### config.mk
export PLATFORM = sky130hd
export DESIGN_NAME = uart_irq_prio
export DESIGN_NICKNAME = d
export VERILOG_FILES = /design/src/rtl/uart_irq_prio.sv
export SDC_FILE = /design/constraint.sdc
export NUM_CORES = 1
export LEC_CHECK = 0
export ABC_AREA = 1
export CELL_PAD_IN_SITES_DETAIL_PLACEMENT = 0
export CELL_PAD_IN_SITES_GLOBAL_PLACEMENT = 1
export CORE_MARGIN = 2
export CORE_UTILIZATION = 28
export DETAILED_ROUTE_END_ITERATION = 10
export PLACE_DENSITY_LB_ADDON = 0.15
export SETUP_SLACK_MARGIN = 0.02
export SLEW_MARGIN = 20
export SYNTH_ARGS = -nofsm -noshare
export SYNTH_HDL_FRONTEND = slang
export SYNTH_SLANG_ARGS = --single-unit
### constraint.sdc
create_clock -name clk -period 1.3 [get_ports clk]
set_clock_uncertainty 0.05 [all_clocks]
set_input_delay 0.26 -clock clk [delete_from_list [all_inputs] [get_ports clk]]
set_output_delay 0.26 -clock clk [all_outputs]
set_load 0.01 [all_outputs]
### src/rtl/uart_irq_prio.sv
module uart_irq_prio (
  input  logic       clk,
  input  logic       rst_n,
  input  logic       fifo_mode,
  input  logic       en_wr,
  input  logic [3:0] en_wdata,
  output logic [3:0] en_q,
  input  logic       line_err,
  input  logic       lsr_rd,
  input  logic       rx_ready,
  input  logic       rx_timeout,
  input  logic       thr_wr,
  input  logic       thr_xfer,
  input  logic       tx_fifo_empty,
  output logic       thre,
  input  logic       modem_chg,
  input  logic       msr_rd,
  input  logic       iir_rd,
  output logic [7:0] iir,
  input  logic       aux_out_en,
  output logic       intr,
  output logic       irq
);

  logic [3:0] en_n;
  logic       thre_n, rd_q, rd_done, thre_ack;
  logic       ls_q, ls_n, rx_q, rx_n, to_q, to_n, tx_q, tx_n, ms_q, ms_n;
  logic [7:0] iir_n;

  assign en_n     = en_wr ? en_wdata : en_q;
  assign rd_done  = rd_q & ~iir_rd;
  assign thre_ack = rd_done & (iir[3:0] == 4'b0010);

  assign thre_n = fifo_mode ? (tx_fifo_empty & ~thr_wr)
                            : (~thr_wr & (thr_xfer | thre));

  assign ls_n = en_n[2] & (line_err | (ls_q & ~lsr_rd));
  assign rx_n = en_n[0] & rx_ready;
  assign to_n = en_n[0] & fifo_mode & rx_timeout;
  assign tx_n = en_n[1] & thre_n & (~thre | ~en_q[1] | (tx_q & ~thre_ack));
  assign ms_n = en_n[3] & (modem_chg | (ms_q & ~msr_rd));

  always_comb begin
    iir_n = {fifo_mode, fifo_mode, 6'b000001};
    if (ls_n)      iir_n[3:0] = 4'b0110;
    else if (rx_n) iir_n[3:0] = 4'b0100;
    else if (to_n) iir_n[3:0] = 4'b1100;
    else if (tx_n) iir_n[3:0] = 4'b0010;
    else if (ms_n) iir_n[3:0] = 4'b0000;
  end

  always_ff @(posedge clk or negedge rst_n) begin
    if (!rst_n) begin
      en_q <= 4'b0000;
      thre <= 1'b1;
      ls_q <= 1'b0;
      rx_q <= 1'b0;
      to_q <= 1'b0;
      tx_q <= 1'b0;
      ms_q <= 1'b0;
      rd_q <= 1'b0;
      iir  <= 8'h01;
    end else begin
      en_q <= en_n;
      thre <= thre_n;
      ls_q <= ls_n;
      rx_q <= rx_n;
      to_q <= to_n;
      tx_q <= tx_n;
      ms_q <= ms_n;
      rd_q <= iir_rd;
      if (!iir_rd) iir <= iir_n;
    end
  end

  assign intr = ls_q | rx_q | to_q | tx_q | ms_q;
  assign irq  = intr & aux_out_en;

  assert_frozen_R5: assert property (@(posedge clk) disable iff (!rst_n)
    $past(iir_rd) |-> $stable(iir));

  assert_idle_code_R3: assert property (@(posedge clk) disable iff (!rst_n)
    iir[0] |-> (iir[3:1] == 3'b000));

  assert_line_first_R2: assert property (@(posedge clk) disable iff (!rst_n)
    (!$past(iir_rd) && ls_q) |-> (iir[3:0] == 4'b0110));

  assert_masked_R1: assert property (@(posedge clk) disable iff (!rst_n)
    (!en_q[2] |-> !ls_q) and (!en_q[3] |-> !ms_q) and (!en_q[1] |-> !tx_q));

  assert_wr_clears_R6: assert property (@(posedge clk) disable iff (!rst_n)
    $past(thr_wr) |-> !thre);

  assert_fifo_full_R7: assert property (@(posedge clk) disable iff (!rst_n)
    ($past(fifo_mode) && !$past(tx_fifo_empty)) |-> !thre);

endmodule

==> key figures, run 1 <==
STA
  • Setup repair after global routing missed its margin: yes
  • Maximum clock frequency: 0.650 GHz
  • Final period utilization: 1.18
  • Hold Fails Final Rpt: 0
  • Worst Setup Slack, final: -239 ps
  • TNS Setup: -408 ps
  • Min cycle time layout: 1540 ps
  • Count of pins over their slew limit: 0
  • Setup violation total in the final timing report: 2

Yosys
  • Share of synthesized area occupied by flip-flops and latches: 0.532
  • Number of synthesized register bits: 16
  • Share of flip-flops with an asynchronous set or reset after synthesis: 1.00
  • Area of the mapped netlist: 757 sq um
  • Post-synthesis cell type count: 20
  • Number of enable-type register cells in the synthesized netlist: 0
  • Most used DFF post-synth: sky130_fd_sc_hd__dfrtp_1
  • Warnings, synthesis: 0
  • Number of cells produced by synthesis: 90
  • Avg Synthesized Cell Area: 8.41 sq um

Flow run
  • Max-cap violations: 0

Route
  • DR WL/cell: 9.31 um
  • Wire length on met3: 83 um
  • Drt drc: 0
  • Met1 layer wirelength in the final routing: 718 um
  • Antenna viol nets, final: 0
  • Number of detailed-route iterations in the first pass: 2
  • Drt via density: 4.07
  • Detailed Route WL: 1.58 mm
  • DR WL met2: 753 um
  • DR iter-0 viols: 5
  • Highest signal layer in the routed design: met4
  • Vias: 692

Run status
  • Status: complete, but fails checks
  • Failing checks: negative setup slack

Place
  • Placed instance count: 160
  • Final weighted congestion in routability-driven placement: 0.704
  • Worst setup slack before clock tree synthesis: -339 ps
  • Post-detail-place hpwl: 1.24 mm
  • Total of buffers placed on input and output ports: 31

Finish
  • Layout Area Growth over Synthesis: 68.4%
  • Diodes inserted: 0
  • Most frequent standard cell in the layout excluding fill and tap cells: sky130_fd_sc_hd__inv_1
  • Leading cell types in the layout, fill and taps excluded: 21 x sky130_fd_sc_hd__inv_1, 18 x sky130_fd_sc_hd__nand2_1, 17 x sky130_fd_sc_hd__clkdlybuf4s50_1
  • Share of cells above drive strength 1: 0.321
  • # fillers: 259
  • Number of non-filler instances in the completed layout: 170
  • Post-layout nets: 160
  • Utilization of the core after routing: 0.505

Power
  • Internal Power: 0.909 mW
  • Switching fraction of total power: 0.264
  • Clock share of power: 0.263
  • Peak supply drop: 0.000621 V
  • Comb pwr share: 0.279
  • Static leakage: 0.683 nW
  • Sequential power share: 0.458
  • Net switching component of the power: 0.327 mW
  • Power Dens Cells: 969 nW/um^2

Floorplanning
  • Initial core utilization: 0.300
  • Row cnt: 18
  • Total die area: 3140 sq um
  • Ports: 34
  • Die span in y: 56.0 um
  • Floorplan Core Area: 2520 sq um
  • Chip Width: 56.0 um

GRT
  • Combined global-route utilization of all metal layers: 0.111
  • Wire length of the first global-routing pass: 2.70 mm
  • Gr ovfl total: 0
  • Number of antenna violations at the first check in global routing: 0
  • Largest net degree at the start of global routing: 17
  • Vias in the first global route: 652

Critical path
  • Largest fanout of any net on the critical path: 2
  • Endpoint kind of the worst setup timing path: output pin
  • CP required: 990 ps
  • Arrival time reported for the critical path endpoint: 1230 ps
  • Worst Setup Path Type: flop to output pin
  • CP Launch Type: flop

Clock tree
  • Number of buffers between clock root and the deepest sink: 2
  • Clock tree from TritonCTS: yes
  • Clock H-tree levels: 1
  • Clock network latency to the later pin of the worst-skew pair: 280 ps
  • Number of buffers inserted during clock tree synthesis: 3
  • Number of clock sinks seen by CTS: 16
  • Worst-path clk slew: 90 ps
  • Root Buffer: sky130_fd_sc_hd__clkbuf_4

Min path
  • Tightest Hold Check Type: input pin to async pin
-- through the flow --
stage	cell area [sq um]	power (mW)	hold slack [ps]
2_1_floorplan	761	0.706	-85.6
3_3_place_gp	1170	0.903	458
3_5_place_dp	1170	0.907	455
4_1_cts	1240	1.24	244
5_1_grt	1270	1.32	247
6_report	1270	1.24	242
-- worst paths after layout --
| path | startpoint | to | slack, ps | depth (start not counted) |
|---|---|---|---|---|
| max in group asynchronous | rst_n | iir[0] | 710 | 2 |
| min in group clk | en_wr | en_q[2] | 490 | 2 |
| max reg2reg | thre | iir[1] | 50 | 7 |
| max | to_q | irq | -240 | 5 |
| min reg2reg | en_q[2] | en_q[2] | 510 | 2 |
| min | rst_n | en_q[2] | 240 | 2 |
-- critical path, cell delays in order (launching register included) --
cell	delay (ps)
sky130_fd_sc_hd__dfrtp_1	390
sky130_fd_sc_hd__nor4_2	260
sky130_fd_sc_hd__nand2_1	90
sky130_fd_sc_hd__nand2_1	60
sky130_fd_sc_hd__inv_1	30
sky130_fd_sc_hd__buf_2	120
-- power groups by stage --
stage	Combinational [mW]	Clock [mW]	Sequential [mW]
after detailed placement	0.328	0	0.579
after floorplan	0.113	0	0.592
after CTS	0.335	0.338	0.565
after global routing	0.381	0.368	0.572
final	0.345	0.325	0.567
after global placement	0.326	0	0.578
-- kinds of logic after synthesis --
family,after synthesis,synth area share
other,1,0.00495
and+or+nand+nor,37,0.217
DFF,16,0.532
buffers and inverters,26,0.144
AOI/OAI and AO/OA,10,0.102
-- layout make-up --
class                      instances  area (sq um)  share of cell area
clock buffer                       4          36.3              0.0285
inverter                          23          86.3              0.0677
multi-input combinational         49           278               0.218
sequential                        16           403               0.316
tap                               30          37.5              0.0294
timing repair buffer              48           434               0.341
-- state kept, by name (all words and copies together) (netlist names) --
signal	flops
en_q	4
iir	5
ls_q	1
ms_q	1
rd_q	1
rx_q	1
thre	1
to_q	1
tx_q	1
-- per-layer routing --
metal,global-route usage,vias to the layer above
met5,0,-
met3,0.0233,2
met1,0.128,302
met2,0.188,19
met4,0.0612,0
li1,-,369
-- cells in the mapped netlist (2+ instances only) --
library cell	number	area share
sky130_fd_sc_hd__inv_1	21	0.10
sky130_fd_sc_hd__nand2_1	19	0.094
sky130_fd_sc_hd__dfrtp_1	14	0.46
sky130_fd_sc_hd__nor2_1	10	0.050
sky130_fd_sc_hd__buf_4	3	0.030
sky130_fd_sc_hd__nand3_1	3	0.020
sky130_fd_sc_hd__o21ai_2	3	0.035
sky130_fd_sc_hd__dfstp_2	2	0.069
sky130_fd_sc_hd__inv_2	2	0.0099
sky130_fd_sc_hd__nand2_2	2	0.017
sky130_fd_sc_hd__o21ai_1	2	0.013
-- repair_timing --
action / 4_1_cts / 5_1_grt
pin swaps: 6 / 5
hold endpoints to repair: 0 / 0
setup buffers: 6 / 0
endpoints found under the setup margin: 16 / 15
gates resized for setup: 36 / 12
hold buffers: 0 / 0
Power figures use the tool's default switching activity.
==> run 2, diff against run 1 <==
Settings changed: CTS_CLUSTER_SIZE set to 24, PLACE_DENSITY_LB_ADDON 0.15 to 0.1.
==> run 2 against run 1 <==
Compared with the run above: the flow still finishes with violations (negative setup slack); worst setup slack improved by 5.4 ps; sequential power barely moved; die area did not move; first-iteration DRC count rose by 20%; via count fell by 1.3%; hold slack improved by 9.6 ps; maximum frequency rose by 0.35%; wire length rose by 0.19%; design area fell by 2.9%; non-clock buffer count did not move; register-to-register slack got worse by 30 ps; final cell count fell by 0.59%; critical endpoint unchanged; highest routed layer unchanged.
==> key figures, run 2 (synthesized netlist as in run 1, its figures left out) <==
Run status
  • Status: complete, but fails checks
  • Failing checks: negative setup slack

Finish
  • Footprint of the multi-input gates: 265 sq um (-4.5%)
  • Flip-flop count of the largest register, all copies and words added: 5 (unchanged)
  • Leading cell types in the layout, fill and taps excluded: 21 x sky130_fd_sc_hd__inv_1, 19 x sky130_fd_sc_hd__nand2_1, 17 x sky130_fd_sc_hd__clkdlybuf4s50_1
  • Design Area, Final: 1240 sq um (-2.9%)
  • Diodes inserted: 0 (unchanged)
  • Layout Area Growth over Synthesis: 63.5%
  • Post-layout nets: 160 (unchanged)
  • Register Area: 403 sq um (unchanged)
  • Utilization of the core after routing: 0.491 (-0.0149)
  • Largest regs: iir x5, en_q x4
  • Share of cells above drive strength 1: 0.309 (-0.0121)
  • # fillers: 256 (-1.2%)
  • Register name with the most flops: iir
  • Most frequent standard cell in the layout excluding fill and tap cells: sky130_fd_sc_hd__inv_1

Route
  • Number of detailed-route iterations in the first pass: 3 (+1)
  • Vias: 683 (-1.3%)
  • DR WL/cell: 9.38 um (+0.78%)
  • DR iter-0 viols: 6 (+1)
  • Detailed Route WL: 1.59 mm (+0.19%)
  • Drt drc: 0 (unchanged)
  • Antenna viol nets, final: 0 (unchanged)
  • Drt via density: 4.04 (-0.72%)

Critical path
  • CP Cell Sequence: nor4_2, nand2_1, nand2_1, inv_1, buf_2
  • Number of cell instances on the worst register-to-register path: 7 (unchanged)
  • CP Launch Type: flop
  • Delay-heaviest family, CP: simple AND/OR/NAND/NOR gates
  • Critical Path Slowest Stage Cell: sky130_fd_sc_hd__dfrtp_1
  • Largest fanout of any net on the critical path: 2 (unchanged)
  • Endpoint kind of the worst setup timing path: output pin
  • Most common cell on crit path: sky130_fd_sc_hd__nand2_1
  • CP required: 990 ps (about the same)
  • Setup slack of the most critical reg-to-reg path: 20 ps (-30 ps)
  • Arrival time reported for the critical path endpoint: 1220 ps (about the same)
  • Number of stages on the worst setup path: 5 (unchanged)
  • Maximum cell stage delay along the critical path: 380 ps (about the same)
  • Worst Setup Path Type: flop to output pin
  • Crit path capture: irq
  • RR Startpoint: thre
  • Buf/Inv on CP: 2 (unchanged)
  • Critical Path Source: to_q
  • Capture point of the worst reg-to-reg path: iir[1]

GRT
  • Combined global-route utilization of all metal layers: 0.117 (+0.00673)
  • Gr ovfl total: 0 (unchanged)
  • Largest net degree at the start of global routing: 17 (unchanged)
  • Wire length of the first global-routing pass: 2.87 mm (+6.1%)
  • Number of antenna violations at the first check in global routing: 0 (unchanged)
  • Vias in the first global route: 708 (+8.6%)

Clock tree
  • Number of buffers inserted during clock tree synthesis: 3 (unchanged)
  • Worst-path clk slew: 90 ps (about the same)
  • Root Buffer: sky130_fd_sc_hd__clkbuf_4
  • Clock tree from TritonCTS: yes
  • Clock H-tree levels: 1 (unchanged)
  • Number of clock sinks seen by CTS: 16 (unchanged)
  • Clock network latency to the later pin of the worst-skew pair: 280 ps (about the same)
  • Number of buffers between clock root and the deepest sink: 2 (unchanged)

STA
  • TNS Setup: -396 ps (+12.1 ps)
  • Worst Setup Slack, final: -234 ps (+5.43 ps)
  • Min cycle time layout: 1530 ps (-5.43 ps)
  • Final period utilization: 1.18 (-0.00418)
  • Setup violation total in the final timing report: 2 (unchanged)
  • Count of pins over their slew limit: 0 (unchanged)
  • Hold Fails Final Rpt: 0 (unchanged)
  • Maximum clock frequency: 0.652 GHz (+0.35%)
  • Setup repair after global routing missed its margin: yes

Floorplanning
  • Initial core utilization: 0.300 (unchanged)
  • Total die area: 3140 sq um (unchanged)
  • Floorplan Core Area: 2520 sq um (unchanged)
  • Ports: 34 (unchanged)
  • Die span in y: 56.0 um (unchanged)
  • Row cnt: 18 (unchanged)
  • Chip Width: 56.0 um (unchanged)

Power
  • Power, Total: 1.16 mW (-6.2%)
  • Static leakage: 0.671 nW (-1.7%)
  • Power Dens Cells: 937 nW/um^2 (-3.3%)
  • Peak supply drop: 0.000444 V (-28%)

Flow run
  • Max-cap violations: 0 (unchanged)

Min path
  • Tightest Hold Check Type: input pin to async pin

Place
  • Total of buffers placed on input and output ports: 31 (unchanged)
  • DP Area: 1170 sq um (unchanged)
  • Final weighted congestion in routability-driven placement: 0.685 (-2.7%)
  • Post-detail-place hpwl: 1.27 mm (+2.5%)
-- run 2: timing repair --
action / in CTS / in global routing
setup endpoints to repair: 15 / 15
pin swaps: 2 / 4
hold buffers: 0 / 0
gates resized for setup: 31 / 13
setup buffers: 5 / 1
-- run 2: worst min-delay path by stage --
stage / from / end / cells after the start
detailed placement: iir[2] / iir[2] / 1
global route: rst_n / ls_q / 2
floorplan: rst_n / en_q[0] / 0
finish: rst_n / ls_q / 2
CTS: rst_n / ls_q / 2
global placement: iir[6] / iir[6] / 2
-- run 2: power by group --
| group | switching, mW | leakage (nW) | internal, mW |
|---|---|---|---|
| registers | 0.0230 | 0.194 | 0.545 |
| logic | 0.146 | 0.464 | 0.188 |
| clock network | 0.151 | 0.0138 | 0.107 |
-- run 2: final cells by class --
| type | instances | share of cell area |
|---|---|---|
| Tap cell | 30 | 0.0303 |
| Inverter | 23 | 0.0698 |
| Sequential cell | 16 | 0.326 |
| Timing Repair Buffer | 48 | 0.342 |
| Multi-Input combinational cell | 49 | 0.214 |
| Clock buffer | 3 | 0.0182 |
-- run 2: routing by layer --
metal / global-route usage / vias to the layer above / wire, um
met5: 0 / - / 0
met4: 0.0612 / 0 / 10
met3: 0.0279 / 2 / 126
met2: 0.190 / 22 / 747
met1: 0.144 / 298 / 701
li1: - / 361 / -
-- run 2: per-stage QoR --
stage	instances	setup slack (ps)	hold slack [ps]
6_report	169	-234	251
3_5_place_dp	160	-359	453
4_1_cts	168	-267	253
2_1_floorplan	91	110	-85.6
5_1_grt	169	-329	274
3_3_place_gp	160	-341	452
==> run 3, diff against run 2 <==
Settings changed: PLACE_DENSITY set to 0.87, PLACE_DENSITY_LB_ADDON 0.1 to not set.
==> run 3 against run 2 <==
Compared with the run above: the flow still finishes with violations (negative setup slack); power up 8.7%; sequential power hardly changed; non-clock buffer count grew 5; maximum frequency decreased by 0.50%; global-route usage grew 0.60 points; via count rose by 1.9%; hold slack worse by 21 ps; clock power is 28% higher; first-iteration DRC count rose by 120%; critical path type unchanged; largest cell class unchanged; largest power group unchanged.
==> key figures, run 3 (synthesized netlist as in run 1, its figures left out) <==
Clock tree
  • Clock tree from TritonCTS: yes
  • Worst-path clk slew: 100 ps (about the same)
  • Number of buffers between clock root and the deepest sink: 2 (unchanged)
  • Clock H-tree levels: 1 (unchanged)
  • Hold-fix buffers, CTS: 0 (unchanged)
  • Number of clock sinks seen by CTS: 16 (unchanged)
  • Number of buffers inserted during clock tree synthesis: 3 (unchanged)
  • Root Buffer: sky130_fd_sc_hd__clkbuf_4
  • Clock network latency to the later pin of the worst-skew pair: 290 ps (about the same)

Floorplanning
  • Die span in y: 56.0 um (unchanged)
  • Initial core utilization: 0.300 (unchanged)
  • Row cnt: 18 (unchanged)
  • Total die area: 3140 sq um (unchanged)
  • Ports: 34 (unchanged)
  • Chip Width: 56.0 um (unchanged)
  • Floorplan Core Area: 2520 sq um (unchanged)

Route
  • Vias: 696 (+1.9%)
  • Drt drc: 0 (unchanged)
  • Number of detailed-route iterations in the first pass: 2 (-1)
  • Detailed Route WL: 1.70 mm (+7.3%)
  • DR iter-0 viols: 13 (+7)
  • DR WL/cell: 9.72 um (+3.6%)
  • Drt via density: 3.98 (-1.6%)
  • Antenna viol nets, final: 0 (unchanged)

STA
  • TNS Setup: -408 ps (-12.4 ps)
  • Setup violation total in the final timing report: 2 (unchanged)
  • Min cycle time layout: 1540 ps (+7.65 ps)
  • Final period utilization: 1.19 (+0.00588)
  • Setup repair after global routing missed its margin: yes
  • Hold Fails Final Rpt: 0 (unchanged)
  • Worst Setup Slack, final: -241 ps (-7.64 ps)
  • Count of pins over their slew limit: 0 (unchanged)
  • Worst hold margin: 230 ps (-20.9 ps)
  • Maximum clock frequency: 0.649 GHz (-0.50%)

Place
  • Post-detail-place hpwl: 1.37 mm (+7.6%)
  • Final weighted congestion in routability-driven placement: 0.683 (-0.23%)
  • Total of buffers placed on input and output ports: 31 (unchanged)
  • DP Area: 1180 sq um (+1.3%)

Power
  • Static leakage: 0.715 nW (+6.6%)
  • Peak supply drop: 0.000524 V (+18%)
  • Power, Total: 1.26 mW (+8.7%)
  • Power Dens Cells: 963 nW/um^2 (+2.7%)

Critical path
  • Worst Setup Path Type: flop to output pin
  • CP required: 990 ps (about the same)
  • CP Launch Type: flop
  • Endpoint kind of the worst setup timing path: output pin
  • Arrival time reported for the critical path endpoint: 1230 ps (about the same)
  • Largest fanout of any net on the critical path: 2 (unchanged)

Finish
  • Utilization of the core after routing: 0.519 (+0.0288)
  • Leading cell types in the layout, fill and taps excluded: 21 x sky130_fd_sc_hd__inv_1, 20 x sky130_fd_sc_hd__buf_4, 18 x sky130_fd_sc_hd__nand2_1
  • Design Area, Final: 1310 sq um (+5.9%)
  • Share of cells above drive strength 1: 0.359 (+0.0493)
  • Largest regs: iir x5, en_q x4
  • Layout Area Growth over Synthesis: 73.1%
  • Register name with the most flops: iir
  • Diodes inserted: 0 (unchanged)
  • Flip-flop count of the largest register, all copies and words added: 5 (unchanged)
  • Post-layout nets: 165 (+3.1%)
  • Most frequent standard cell in the layout excluding fill and tap cells: sky130_fd_sc_hd__inv_1

Run status
  • Failing checks: negative setup slack
  • Status: complete, but fails checks

GRT
  • Combined global-route utilization of all metal layers: 0.123 (+0.00600)
  • Number of antenna violations at the first check in global routing: 0 (unchanged)
  • Wire length of the first global-routing pass: 3.06 mm (+6.5%)
  • Vias in the first global route: 739 (+4.4%)
  • Gr ovfl total: 0 (unchanged)
  • Largest net degree at the start of global routing: 17 (unchanged)

Min path
  • Tightest Hold Check Type: input pin to async pin

Flow run
  • Max-cap violations: 0 (unchanged)
==> run 3: changes by cell type in the layout (fill, tap and decap cells not counted), sizes merged <==
cell           before  now
clkbuf              5    6
dlygate4sd2         1    0
buf                21   27
dlymetal6s2s        0    1
clkdlybuf4s15       7    6
==> run 3: timing repair <==
action / 4_1_cts / 5_1_grt
gates cloned: 0 / 0
pin swaps: 4 / 3
resized for setup: 37 / 15
setup buffers: 7 / 2
setup endpoints to repair: 15 / 14
==> run 3: cell type report <==
class / count / area (sq um)
fill: 253 / 1210
timing repair buffer: 53 / 469
sequential: 16 / 403
multi-input combinational: 49 / 278
inverter: 23 / 86.3
tap: 30 / 37.5
clock buffer: 4 / 36.3
==> run 3: report_power, final <==
part	switching (mW)	internal (mW)
Sequential	0.0239	0.545
Clock	0.159	0.171
Combinational	0.156	0.207
==> run 3: metrics by stage <==
stage / worst slack [ps] / instances
2_1_floorplan: 110 / 91
3_3_place_gp: -334 / 162
3_5_place_dp: -346 / 162
4_1_cts: -278 / 173
5_1_grt: -340 / 175
6_report: -241 / 175
==> run 3: metal layers <==
layer  share of wire  wire [um]  up-vias  GRT usage
li1                -          -      378          -
met5               0          0        -          0
met1            0.42        714      294      0.137
met4           0.010         17        0     0.0408
met2            0.52        880       22      0.229
met3           0.052         88        2     0.0279
==> run 3: final timing paths <==
check	start	to	slack, ps	cells after the start
worst max-delay path	tx_q	irq	-240	5
worst min-delay path	rst_n	tx_q	230	2
worst max register to register	thre	iir[1]	40	7
worst min register to register	en_q[2]	en_q[2]	520	2
max in group asynchronous	rst_n	iir[0]	720	2
min in group clk	en_wr	en_q[2]	360	2
==> run 3: worst max-delay path: stages (launching register included) <==
cell	delay, ps
sky130_fd_sc_hd__dfrtp_1	400
sky130_fd_sc_hd__nor4_2	240
sky130_fd_sc_hd__nand2_1	90
sky130_fd_sc_hd__nand2_1	60
sky130_fd_sc_hd__inv_1	30
sky130_fd_sc_hd__buf_2	130
